`config.mk`:
```
export PLATFORM = sky130hd
export DESIGN_NAME = i2c_status_slave
export DESIGN_NICKNAME = d
export VERILOG_FILES = /design/src/rtl/i2c_status_pkg.sv /design/src/rtl/stat_sync.sv /design/src/rtl/stat_line_mon.sv /design/src/rtl/i2c_status_slave.sv
export SDC_FILE = /design/constraint.sdc
export NUM_CORES = 1
export LEC_CHECK = 0
export ABC_CLOCK_PERIOD_IN_PS = 4100
export BUFFER_PORTS_ARGS = -buffer_cell sky130_fd_sc_hd__buf_2
export CORE_MARGIN = 4
export CORE_UTILIZATION = 45
export CTS_BUF_LIST = sky130_fd_sc_hd__clkbuf_8
export DETAILED_ROUTE_END_ITERATION = 6
export PLACE_DENSITY = 0.66
export SYNTH_ARGS = -nofsm -noshare
export SYNTH_HDL_FRONTEND = slang
export SYNTH_SLANG_ARGS = --single-unit
```
`constraint.sdc`:
```
create_clock -name clk_i -period 4.1 [get_ports clk_i]
set_clock_uncertainty 0.15 [all_clocks]
set_input_delay 1.025 -clock clk_i [delete_from_list [all_inputs] [get_ports clk_i]]
set_output_delay 1.025 -clock clk_i [all_outputs]
set_load 0.005 [all_outputs]
```
`src/rtl/i2c_status_pkg.sv`:
```
package i2c_status_pkg;
  localparam int STAT_W = 8;
  localparam int CODE_W = 3;
  localparam int SEL_W = 2;
  localparam int CNT_W = $clog2(STAT_W + 1);
  localparam logic [CNT_W-1:0] CNT_ONE = 1;
  localparam logic [CNT_W-1:0] CNT_FULL = CNT_W'(STAT_W);
  localparam logic [CNT_W-1:0] CNT_LAST = CNT_W'(STAT_W - 1);

  typedef enum logic [2:0] {
    ST_IDLE,
    ST_ADDR,
    ST_AACK,
    ST_TX,
    ST_MACK
  } slv_state_e;
endpackage

```
`src/rtl/stat_sync.sv`:
```
module stat_sync #(
  parameter int W = 1,
  parameter int STAGES = 2,
  parameter logic [W-1:0] RST_VAL = '0
) (
  input  logic         clk_i,
  input  logic         rst_ni,
  input  logic [W-1:0] d_i,
  output logic [W-1:0] q_o
);
  logic [W-1:0] stg_q [STAGES];

  always_ff @(posedge clk_i or negedge rst_ni) begin
    if (!rst_ni) begin
      for (int i = 0; i < STAGES; i++) stg_q[i] <= RST_VAL;
    end else begin
      stg_q[0] <= d_i;
      for (int i = 1; i < STAGES; i++) stg_q[i] <= stg_q[i-1];
    end
  end

  assign q_o = stg_q[STAGES-1];
endmodule

```
`src/rtl/stat_line_mon.sv`:
```
module stat_line_mon (
  input  logic clk_i,
  input  logic rst_ni,
  input  logic scl_s_i,
  input  logic sda_s_i,
  output logic scl_rise_o,
  output logic scl_fall_o,
  output logic start_o,
  output logic stop_o
);
  logic scl_q, sda_q;

  always_ff @(posedge clk_i or negedge rst_ni) begin
    if (!rst_ni) begin
      scl_q <= 1'b1;
      sda_q <= 1'b1;
    end else begin
      scl_q <= scl_s_i;
      sda_q <= sda_s_i;
    end
  end

  assign scl_rise_o = scl_s_i & ~scl_q;
  assign scl_fall_o = ~scl_s_i & scl_q;
  // bus conditions: SDA moves while SCL held high
  assign start_o = scl_s_i & scl_q & sda_q & ~sda_s_i;
  assign stop_o  = scl_s_i & scl_q & ~sda_q & sda_s_i;
endmodule

```
`src/rtl/i2c_status_slave.sv`:
```
module i2c_status_slave
  import i2c_status_pkg::*;
#(
  parameter int SYNC_STAGES = 2,
  parameter logic [4:0] ADDR_HI = 5'b11000
) (
  input  logic              clk_i,
  input  logic              rst_ni,
  input  logic              scl_i,
  input  logic              sda_i,
  output logic              sda_pull_o,
  input  logic [SEL_W-1:0]  addr_sel_i,
  input  logic              lock_i,
  input  logic              agc_i,
  input  logic [CODE_W-1:0] adc_code_i
);
  localparam int IN_W = SEL_W + 2 + CODE_W;

  logic scl_h, sda_h;
  logic scl_rise, scl_fall, start_det, stop_det;
  logic [IN_W-1:0] in_s;
  logic [SEL_W-1:0] sel_s;
  logic lock_s, agc_s;
  logic [CODE_W-1:0] code_s;

  stat_sync #(.W(2), .STAGES(SYNC_STAGES), .RST_VAL(2'b11)) u_bus_sync (
    .clk_i (clk_i),
    .rst_ni(rst_ni),
    .d_i   ({scl_i, sda_i}),
    .q_o   ({scl_h, sda_h})
  );

  stat_sync #(.W(IN_W), .STAGES(SYNC_STAGES), .RST_VAL('0)) u_in_sync (
    .clk_i (clk_i),
    .rst_ni(rst_ni),
    .d_i   ({addr_sel_i, lock_i, agc_i, adc_code_i}),
    .q_o   (in_s)
  );
  assign {sel_s, lock_s, agc_s, code_s} = in_s;

  stat_line_mon u_mon (
    .clk_i     (clk_i),
    .rst_ni    (rst_ni),
    .scl_s_i   (scl_h),
    .sda_s_i   (sda_h),
    .scl_rise_o(scl_rise),
    .scl_fall_o(scl_fall),
    .start_o   (start_det),
    .stop_o    (stop_det)
  );

  slv_state_e        state_q;
  logic [CNT_W-1:0]  bitcnt_q;
  logic [STAT_W-1:0] rx_q, tx_q;
  logic              pull_q, por_q, mack_q;
  logic [STAT_W-1:0] status;
  logic              addr_hit;

  assign status   = {por_q, lock_s, 2'b11, agc_s, code_s};
  assign addr_hit = (rx_q[STAT_W-1:1] == {ADDR_HI, sel_s}) && rx_q[0];

  always_ff @(posedge clk_i or negedge rst_ni) begin
    if (!rst_ni) begin
      state_q  <= ST_IDLE;
      bitcnt_q <= '0;
      rx_q     <= '0;
      tx_q     <= '0;
      pull_q   <= 1'b0;
      por_q    <= 1'b1;
      mack_q   <= 1'b0;
    end else if (stop_det) begin
      state_q <= ST_IDLE;
      pull_q  <= 1'b0;
    end else if (start_det) begin
      state_q  <= ST_ADDR;
      pull_q   <= 1'b0;
      bitcnt_q <= '0;
    end else begin
      unique case (state_q)
        ST_ADDR: begin
          if (scl_rise && bitcnt_q != CNT_FULL) begin
            rx_q     <= {rx_q[STAT_W-2:0], sda_h};
            bitcnt_q <= bitcnt_q + CNT_ONE;
          end else if (scl_fall && bitcnt_q == CNT_FULL) begin
            if (addr_hit) begin
              state_q <= ST_AACK;
              pull_q  <= 1'b1;
              tx_q    <= status;
            end else begin
              state_q <= ST_IDLE;
            end
          end
        end
        ST_AACK: begin
          if (scl_fall) begin
            state_q  <= ST_TX;
            pull_q   <= ~tx_q[STAT_W-1];
            bitcnt_q <= '0;
          end
        end
        ST_TX: begin
          if (scl_fall) begin
            if (bitcnt_q == CNT_LAST) begin
              state_q <= ST_MACK;
              pull_q  <= 1'b0;
              tx_q    <= status;  // capture at start of ack slot
              mack_q  <= 1'b0;
            end else begin
              tx_q     <= {tx_q[STAT_W-2:0], 1'b0};
              pull_q   <= ~tx_q[STAT_W-2];
              bitcnt_q <= bitcnt_q + CNT_ONE;
            end
          end
        end
        ST_MACK: begin
          if (scl_rise) begin
            if (sda_h) begin
              state_q <= ST_IDLE;
              por_q   <= 1'b0;
            end else begin
              mack_q <= 1'b1;
            end
          end else if (scl_fall && mack_q) begin
            state_q  <= ST_TX;
            pull_q   <= ~tx_q[STAT_W-1];
            bitcnt_q <= '0;
          end
        end
        default: pull_q <= 1'b0;
      endcase
    end
  end

  assign sda_pull_o = pull_q;

  // no SDA movement during a stable SCL high phase
  p_sda_stable_high_r4: assert property (@(posedge clk_i) disable iff (!rst_ni)
    (scl_h && $past(scl_h)) |-> $stable(pull_q));

  // idle never drives
  p_idle_release_r2: assert property (@(posedge clk_i) disable iff (!rst_ni)
    (state_q == ST_IDLE) |-> !pull_q);

  // acknowledge slot holds SDA low
  p_ack_low_r1: assert property (@(posedge clk_i) disable iff (!rst_ni)
    (state_q == ST_AACK) |-> pull_q);

  // flag only falls out of the master-ack slot
  p_por_clear_src_r7: assert property (@(posedge clk_i) disable iff (!rst_ni)
    $fell(por_q) |-> ($past(state_q) == ST_MACK));

  // flag never sets again
  p_por_sticky_r7: assert property (@(posedge clk_i) disable iff (!rst_ni)
    !por_q |=> !por_q);

  // STOP always idles
  p_stop_idle_r8: assert property (@(posedge clk_i) disable iff (!rst_ni)
    stop_det |=> (state_q == ST_IDLE));

  // START always opens an address phase
  p_start_addr_r8: assert property (@(posedge clk_i) disable iff (!rst_ni)
    (start_det && !stop_det) |=> (state_q == ST_ADDR));
endmodule

```
==> results.ini, run 1 <==
[timing]
final_hold_viol_count=0
timing.hold.ws_ps=203
period_needed_ps=2390
setup_viol=0
tightest_slew_ps=1200
min_period_over_period_pct=58.2
maxSlewHeadroom_pct=19.3
final.setup.tns_ps=0
fmax_ghz=0.419
drv_slew=0
rsz0062_at_grt=false

[setup_path]
critPathLaunchType=flip-flop
r2r-end=bitcnt_q[3]
crit_path_end_kind=flip-flop
cp.depth=7
crit_fanout=13
cp_cell_sequence=inv_1, ha_1, and3b_1, or4_4, a21oi_1, mux2_2, nor3_1
critPathMaxStageDelay_ps=620
r2r_setup_slack_ps=1710
critPathArrivalTime_ps=2460
cp_slowest_cell=or4_4
r2r-start=bitcnt_q[0]
cp_num_buf_inv=1
reg2regPathDepth=7
cp_top_family=simple AND/OR/NAND/NOR gates
crit_type=flip-flop to flip-flop
cp.required_ps=4170

[finish]
area_growth_pct=7.91
layoutNonFillerInstCount=259
seq_area_um2=1160
nets=219
diodes=0
multi_input_area_um2=856
drive_gt1_share_pct=16.9
final_design_area_no_fill_um2=2250
final_common_cell=dfrtp_1
n_fill_cell=417
layout_common_cells=dfrtp_1 (39), nand2_1 (29), o21ai_0 (13)

[global_routing]
grt_max_degree=47
grt_pass1_vias=1368
grt_pass1_wl_mm=6.37
antenna_found_initial=0
gr-usage-all-layers_pct=13.5
gr-total-overflow=0

[logic_synthesis]
avgSynthCellArea_um2=10.7
ys_async_sr_fraction_pct=100
synth-compound-area-share_pct=14.7
synth_nets=208
synth_fa_ha_area_share_pct=1.20
synth_area_um2=2090
synth.area.mux_share_pct=4.68
synth_top_family_by_area=simple AND/OR/NAND/NOR gates
synthCells=195
synth-simple-area-share_pct=18.8
synth_edf_count=0
ys_seq_area_share_pct=55.6
ys_warn_count=0
synthDistinctLibCells=49
yosys_most_used_dff=dfrtp_1
ys_seq_elements=46
synth.area.top_cells=dfrtp_1 (47%), dfstp_2 (8.8%), nand2_1 (5.2%)
yosysTopAreaCell=dfrtp_1
synthXorXnorAreaFrac_pct=1.68
synth.top_cell.area_share_pct=46.8

[place]
gp_congestion=0.810
place_inst=251
portBuffers=11
placed_cell_area_um2=2170
place_hpwl_mm=2.50

[run_status]
status=finished, final reports clean

[route]
drc=0
viasPerCell=5.45
routedWlPerCell_um=13.9
postRouteWirelength_mm=3.59
ant_nets=0
vias=1411
drtIter0Drc=113
first_pass_iters=4

[power_and_ir_drop]
power_leakage_nw=0.984
power_mw=0.815
power_density_nw_per_um2=362
vdd.ir_drop.worst_mv=0.288

[min_path]
min_delay_path_depth=0
whs_endpoint=u_in_sync.q_o[0]
hold_class=flip-flop to flip-flop
hp-start=u_in_sync.stg_q[7]

[cts]
cts_resized=0
postCtsHoldBufs=0
clock-root-buffer=clkbuf_8
cts_max_level=2
clock-sinks=46
cts_setup_buffers=0
clk_pin_slew_ps=90
cts_made_buffers=5
clockBufferDepth=2
cts_tree=yes
clk-insertion-delay-late_ps=300

[job]
cap_violations=0

[die]
die_width_um=76.1
die_area_um2=5790
die_h_um=76.1
ios=12
coreArea_um2=4410
row_count=24
start_util_pct=47.3

==> logic make-up after synthesis <==
family,Yosys count
AO/OA/AOI/OAI,46
AND/OR/NAND/NOR,73
multiplexers,9
buffers and inverters,15
flip-flops,46
adder cells (fa/ha/maj),2
XOR/XNOR,4
==> cell type report <==
type                       count  share of cell area (%)
sequential                    46                    51.5
multi-input combinational    134                    38.0
clock buffer                   5                    3.06
tap                           52                    2.89
timing repair buffer          11                    2.44
inverter                       8                    1.33
clock inverter                 3                   0.778
==> worst max-delay path by stage <==
stage	end	slack (ps)	start
after detailed placement	bitcnt_q[3]	1740	bitcnt_q[0]
after CTS	bitcnt_q[3]	1710	bitcnt_q[0]
after global routing	bitcnt_q[3]	1530	bitcnt_q[0]
after global placement	bitcnt_q[3]	1790	bitcnt_q[0]
final	bitcnt_q[3]	1710	bitcnt_q[0]
after floorplan	bitcnt_q[3]	1920	bitcnt_q[0]
==> routing by layer <==
metal,vias to the layer above,global-route usage [%],wire length [um]
li1,703,-,-
met1,679,19.1,1820
met2,23,19.0,1570
met3,6,3.78,152
met4,0,6.29,45
met5,-,0,0
==> flip-flops by register name, summed over array words and instances (netlist names) <==
| signal | count |
|---|---|
| state_q | 3 |
| u_mon.sda_q | 1 |
| u_bus_sync.q_o | 2 |
| tx_q | 8 |
| u_bus_sync.stg_q | 2 |
| u_in_sync.q_o | 7 |
| u_in_sync.stg_q | 7 |
| bitcnt_q | 4 |
| rx_q | 8 |
| sda_pull_o | 1 |
| u_mon.scl_q | 1 |
| por_q | 1 |
| mack_q | 1 |
==> cell usage after synthesis (3+ instances only) <==
library cell,number
inv_1,8
nand2_1,29
mux2i_1,6
nand2b_1,3
dfrtp_1,39
nor3_1,3
buf_2,6
nand3b_1,4
nand3_1,3
a21oi_1,11
o21ai_0,13
nor2_1,11
dfstp_2,7
nor2b_1,4
xnor2_1,4
==> power by group <==
part | internal [mW] | leakage [nW] | switching [mW]
Combinational | 0.0233 | 0.351 | 0.0318
Sequential | 0.476 | 0.584 | 0.0173
Clock | 0.118 | 0.0493 | 0.149
Total | 0.617 | 0.984 | 0.198
==> worst register-to-register path: stages (launching register included) <==
cell	delay, ps
dfrtp_1	410
inv_1	60
ha_1	180
and3b_1	210
or4_4	620
a21oi_1	180
mux2_2	350
nor3_1	150
==> through the flow <==
stage / setup slack (ps) / util [%]
after floorplan: 1920 / -
after global placement: 1790 / 49.1
after detailed placement: 1740 / 49.1
after CTS: 1710 / 51.0
after global routing: 1530 / 51.0
final: 1710 / 51.0
Power figures use the tool's default switching activity.
==> inputs of run 2 (changes only) <==
- ABC_AREA: unset -> 1
- ABC_CLOCK_PERIOD_IN_PS: 4100 -> 2370
- clock period: 4.1 -> 2.37 ns (I/O delays scaled with it)
==> results.ini, run 2 <==
[global_routing]
grt_pass1_wl_mm=6.67
grt_max_degree=33
gr-total-overflow=0
antenna_found_initial=0
grt_pass1_vias=1441
gr-usage-all-layers_pct=14.1

[setup_path]
critPathCapture=sda_pull_o
cp.required_ps=2410
critPathArrivalTime_ps=1930
crit_fanout=10
startpoint=u_bus_sync.q_o[1]
crit_type=flip-flop to flip-flop
r2r-start=u_bus_sync.q_o[1]
critPathLaunchType=flip-flop
r2r_setup_slack_ps=480
r2r-end=sda_pull_o
reg2regPathDepth=9
crit_path_end_kind=flip-flop

[finish]
seq_area_um2=1160
final_common_cell=nand2_1
nets=281
fin_util_pct=52.7
layout_common_cells=nand2_1 (76), dfrtp_1 (39), nor2_1 (27)
drive_gt1_share_pct=19.0
multi_input_area_um2=877
top_regs=rx_q: 8 flops, tx_q: 8 flops
diodes=0
area_growth_pct=9.79
n_fill_cell=421

[logic_synthesis]
ys_seq_area_share_pct=53.7
ys_async_sr_fraction_pct=100
yosysTopAreaCell=dfrtp_1
synth_nets=262
synth.top_cell.area_share_pct=45.2
synth_area_um2=2160
synthDistinctLibCells=25
synth_edf_count=0
synthCells=249
ys_seq_elements=46
synthTopCellsByCount=nand2_1 (76), dfrtp_1 (39), nor2_1 (27)
yosys_most_used_dff=dfrtp_1
yosysMostFrequentCell=nand2_1
ys_warn_count=0
synth.area.top_cells=dfrtp_1 (45%), nand2_1 (13%), dfstp_2 (8.5%)
avgSynthCellArea_um2=8.68

[run_status]
status=finished, final reports clean

[route]
postRouteWirelength_mm=3.90
drc=0
ant_nets=0
wl_met3_um=172
met2_length_mm=1.77
first_pass_iters=4
dr.max_layer_used=met4
drt-met1-wl_mm=1.93
drtIter0Drc=96
vias=1574
viasPerCell=4.90
routedWlPerCell_um=12.1

[cts]
postCtsHoldBufs=0
cts_max_level=2
clock-root-buffer=clkbuf_8
clk_pin_slew_ps=90
cts_resized=0
clockBufferDepth=2
cts_tree=yes
cts_made_buffers=5
clock-sinks=46
cts_setup_buffers=0
clk-insertion-delay-late_ps=290

[timing]
timing.hold.ws_ps=173
min_period_over_period_pct=79.6
drv_slew=0
period_needed_ps=1890
tightest_slew_ps=658
fmax_ghz=0.530
maxSlewHeadroom_pct=56.1
rsz0062_at_grt=false
final_hold_viol_count=0
setup_viol=0
final.setup.tns_ps=0

[power_and_ir_drop]
power_density_nw_per_um2=698
power_leakage_nw=1.22
vdd.ir_drop.worst_mv=0.457
power_mw=1.66

[die]
die_h_um=77.3
die_width_um=77.3
start_util_pct=48.0
row_count=24
ios=12
coreArea_um2=4500
die_area_um2=5970

[place]
portBuffers=11
gp_congestion=0.974
place_hpwl_mm=2.98

[job]
cap_violations=0

[min_path]
hold_class=input port to async pin

run 2: cell families after synthesis:
| group | share of synthesized area, % |
|---|---|
| AOI/OAI and AO/OA | 7.87 |
| buffers and inverters | 5.73 |
| and+or+nand+nor | 29.3 |
| adders and majority gates | 1.16 |
| DFF | 53.7 |
| muxes | 1.85 |
| xor gates and xnor gates | 0.405 |
run 2: critical path, stage by stage (launching register included):
cell and delay, ps:
dfstp_2 580, inv_1 90, nor2_1 180, o21ai_1 150, nor2_4 250, inv_2 120, o21ai_0 90, nor2_1 50
nand3_1 70, nand2_1 50
run 2: worst min path at each step:
| stage | start | end | cells past startpoint |
|---|---|---|---|
| final | rst_ni | sda_pull_o | 1 |
| after global routing | rst_ni | tx_q[0] | 1 |
| after CTS | rst_ni | sda_pull_o | 1 |
| after detailed placement | u_in_sync.stg_q[8] | u_in_sync.q_o[1] | 0 |
| after global placement | u_in_sync.stg_q[11] | u_in_sync.q_o[4] | 0 |
| after floorplan | rst_ni | bitcnt_q[0] | 0 |
run 2: metrics by stage:
stage               setup WS (ps)  instance area, um2  instances
global route                  373                2370        321
detailed placement            499                2280        313
CTS                           491                2370        321
floorplan                     753                2160        249
finish                        484                2370        321
global placement              501                2280        313
run 2: final cells by class:
class                   count  share of cell area, %
clock buffers               5                   2.90
clock inverters             3                  0.949
inverters                  29                   4.59
multi-input cells         173                   37.0
flip-flops and latches     46                   48.9
well taps                  52                   2.74
repair buffers             13                   2.95
run 2: where the power goes:
part	switching (mW)	internal [mW]	total [mW]
Combinational	0.151	0.0930	0.244
Sequential	0.0679	0.855	0.923
Clock	0.275	0.214	0.489
Total	0.494	1.16	1.66
run 2: routing by layer:
metal / GRT usage [%] / vias to the layer above
met1: 19.4 / 720
met4: 3.74 / 0
li1: - / 823
met2: 22.1 / 29
met5: 0 / -
met3: 3.63 / 2
==> inputs of run 3 (changes only) <==
- ABC_AREA: 1 -> 0
- ABC_CLOCK_PERIOD_IN_PS: 2370 -> 1800
- clock period: 2.37 -> 1.8 ns (I/O delays scaled with it)
==> results.ini, run 3 (synthesis gave the netlist of run 1 again) <==
[finish]
top_regs=rx_q: 8 flops, tx_q: 8 flops
nets=267
multi_input_area_um2=1050
area_growth_pct=38.4
n_fill_cell=333
seq_area_um2=1160
diodes=0
fin_util_pct=65.4
layout_common_cells=dfrtp_1 (39), buf_4 (39), nand2_1 (28)
drive_gt1_share_pct=44.7

[cts]
clock-root-buffer=clkbuf_8
clock-sinks=46
clockBufferDepth=2
cts_made_buffers=5
cts_tree=yes
cts_max_level=2
clk_pin_slew_ps=80
clk-insertion-delay-late_ps=290

[timing]
min_period_over_period_pct=118
fmax_ghz=0.469
period_needed_ps=2130
drv_slew=0
final.setup.worst_slack_ps=-332
maxSlewHeadroom_pct=64.2
setup_viol=25
tightest_slew_ps=531
rsz0062_at_grt=true
final_hold_viol_count=0

[setup_path]
cp_top_family=simple AND/OR/NAND/NOR gates
critPathMaxStageDelay_ps=530
cp_slowest_cell=or4_4
cp_cell_sequence=inv_1, ha_2, and3b_1, or4_4, a32oi_2, nor2_1, mux2_2
critPathArrivalTime_ps=2160
cp.required_ps=1830
reg2regPathDepth=7
cp_num_buf_inv=1
r2r-end=bitcnt_q[0]
r2r_setup_slack_ps=-330
crit_fanout=5
crit_type=flip-flop to flip-flop
crit_path_end_kind=flip-flop
r2r-start=bitcnt_q[1]
critPathLaunchType=flip-flop

[route]
drtIter0Drc=181
first_pass_iters=5
viasPerCell=5.49
routedWlPerCell_um=15.8
postRouteWirelength_mm=4.85
vias=1684
drc=0
ant_nets=0

[power_and_ir_drop]
power_leakage_nw=1.29
power_density_nw_per_um2=676
vdd.ir_drop.worst_mv=0.625

[min_path]
min_delay_path_depth=1
whs_endpoint=u_bus_sync.stg_q[3]
hold_class=input port to flip-flop
hp-start=scl_i

[run_status]
violations=setup timing
status=finished, violations left

[die]
die_width_um=76.1
die_area_um2=5790
row_count=24
coreArea_um2=4410
ios=12
die_h_um=76.1
start_util_pct=47.3

[global_routing]
grt_pass1_wl_mm=8.16
gr-usage-all-layers_pct=17.2
use_met1_pct=22.9
busiest_layer=met2
grtUsageMet2_pct=28.3
gr-total-overflow=0
grt_max_degree=47
grt_pass1_vias=1689
met3_usage_pct=2.60
antenna_found_initial=0

[place]
gp_congestion=0.855
portBuffers=11
place_hpwl_mm=3.30
dpl_worst_slack_ps=-341

[job]
cap_violations=0

run 3: report_power, final:
group / switching (mW) / internal [mW]
Combinational: 0.111 / 0.107
Clock: 0.346 / 0.274
Sequential: 0.0306 / 1.08
run 3: final cells by class:
class	count	area share [%]
multi-input combinational	134	36.5
inverter	8	1.04
sequential	46	40.2
clock inverter	3	0.650
clock buffer	5	2.38
tap	52	2.25
timing repair buffer	59	17.0
run 3: per-layer routing:
| layer | share of wire, % | vias up |
|---|---|---|
| li1 | - | 804 |
| met1 | 45 | 840 |
| met2 | 51 | 34 |
| met3 | 3.1 | 6 |
| met4 | 1.3 | 0 |
| met5 | 0 | - |
run 3: how the worst max path moves through the flow:
| stage | from | endpoint | slack, ps | depth (start not counted) |
|---|---|---|---|---|
| after floorplan | bitcnt_q[1] | bitcnt_q[3] | -290 | 7 |
| after global placement | bitcnt_q[1] | bitcnt_q[0] | -270 | 7 |
| after detailed placement | bitcnt_q[1] | bitcnt_q[3] | -340 | 7 |
| after CTS | bitcnt_q[1] | tx_q[5] | -280 | 11 |
| after global routing | bitcnt_q[1] | bitcnt_q[0] | -390 | 7 |
| final | bitcnt_q[1] | bitcnt_q[0] | -330 | 7 |
run 3: repair_timing:
action                     4_1_cts  5_1_grt
setup endpoints to repair       25       25
resized for setup               33       12
hold buffers                     1        0
buffers inserted                11        4
hold endpoints to repair        39        0
gates cloned                     1        0
pin swaps                       12        4
run 3: metrics by stage:
step	area [um2]	power [mW]	hold WS [ps]	cells	setup TNS, ps
floorplan	2140	1.22	4.41	195	-2030
global placement	2490	1.32	183	285	-2130
detailed placement	2490	1.33	186	285	-3530
CTS	2820	1.96	85.9	305	-4420
global route	2890	2.05	73.0	307	-6760
finish	2890	1.95	99.8	307	-5120
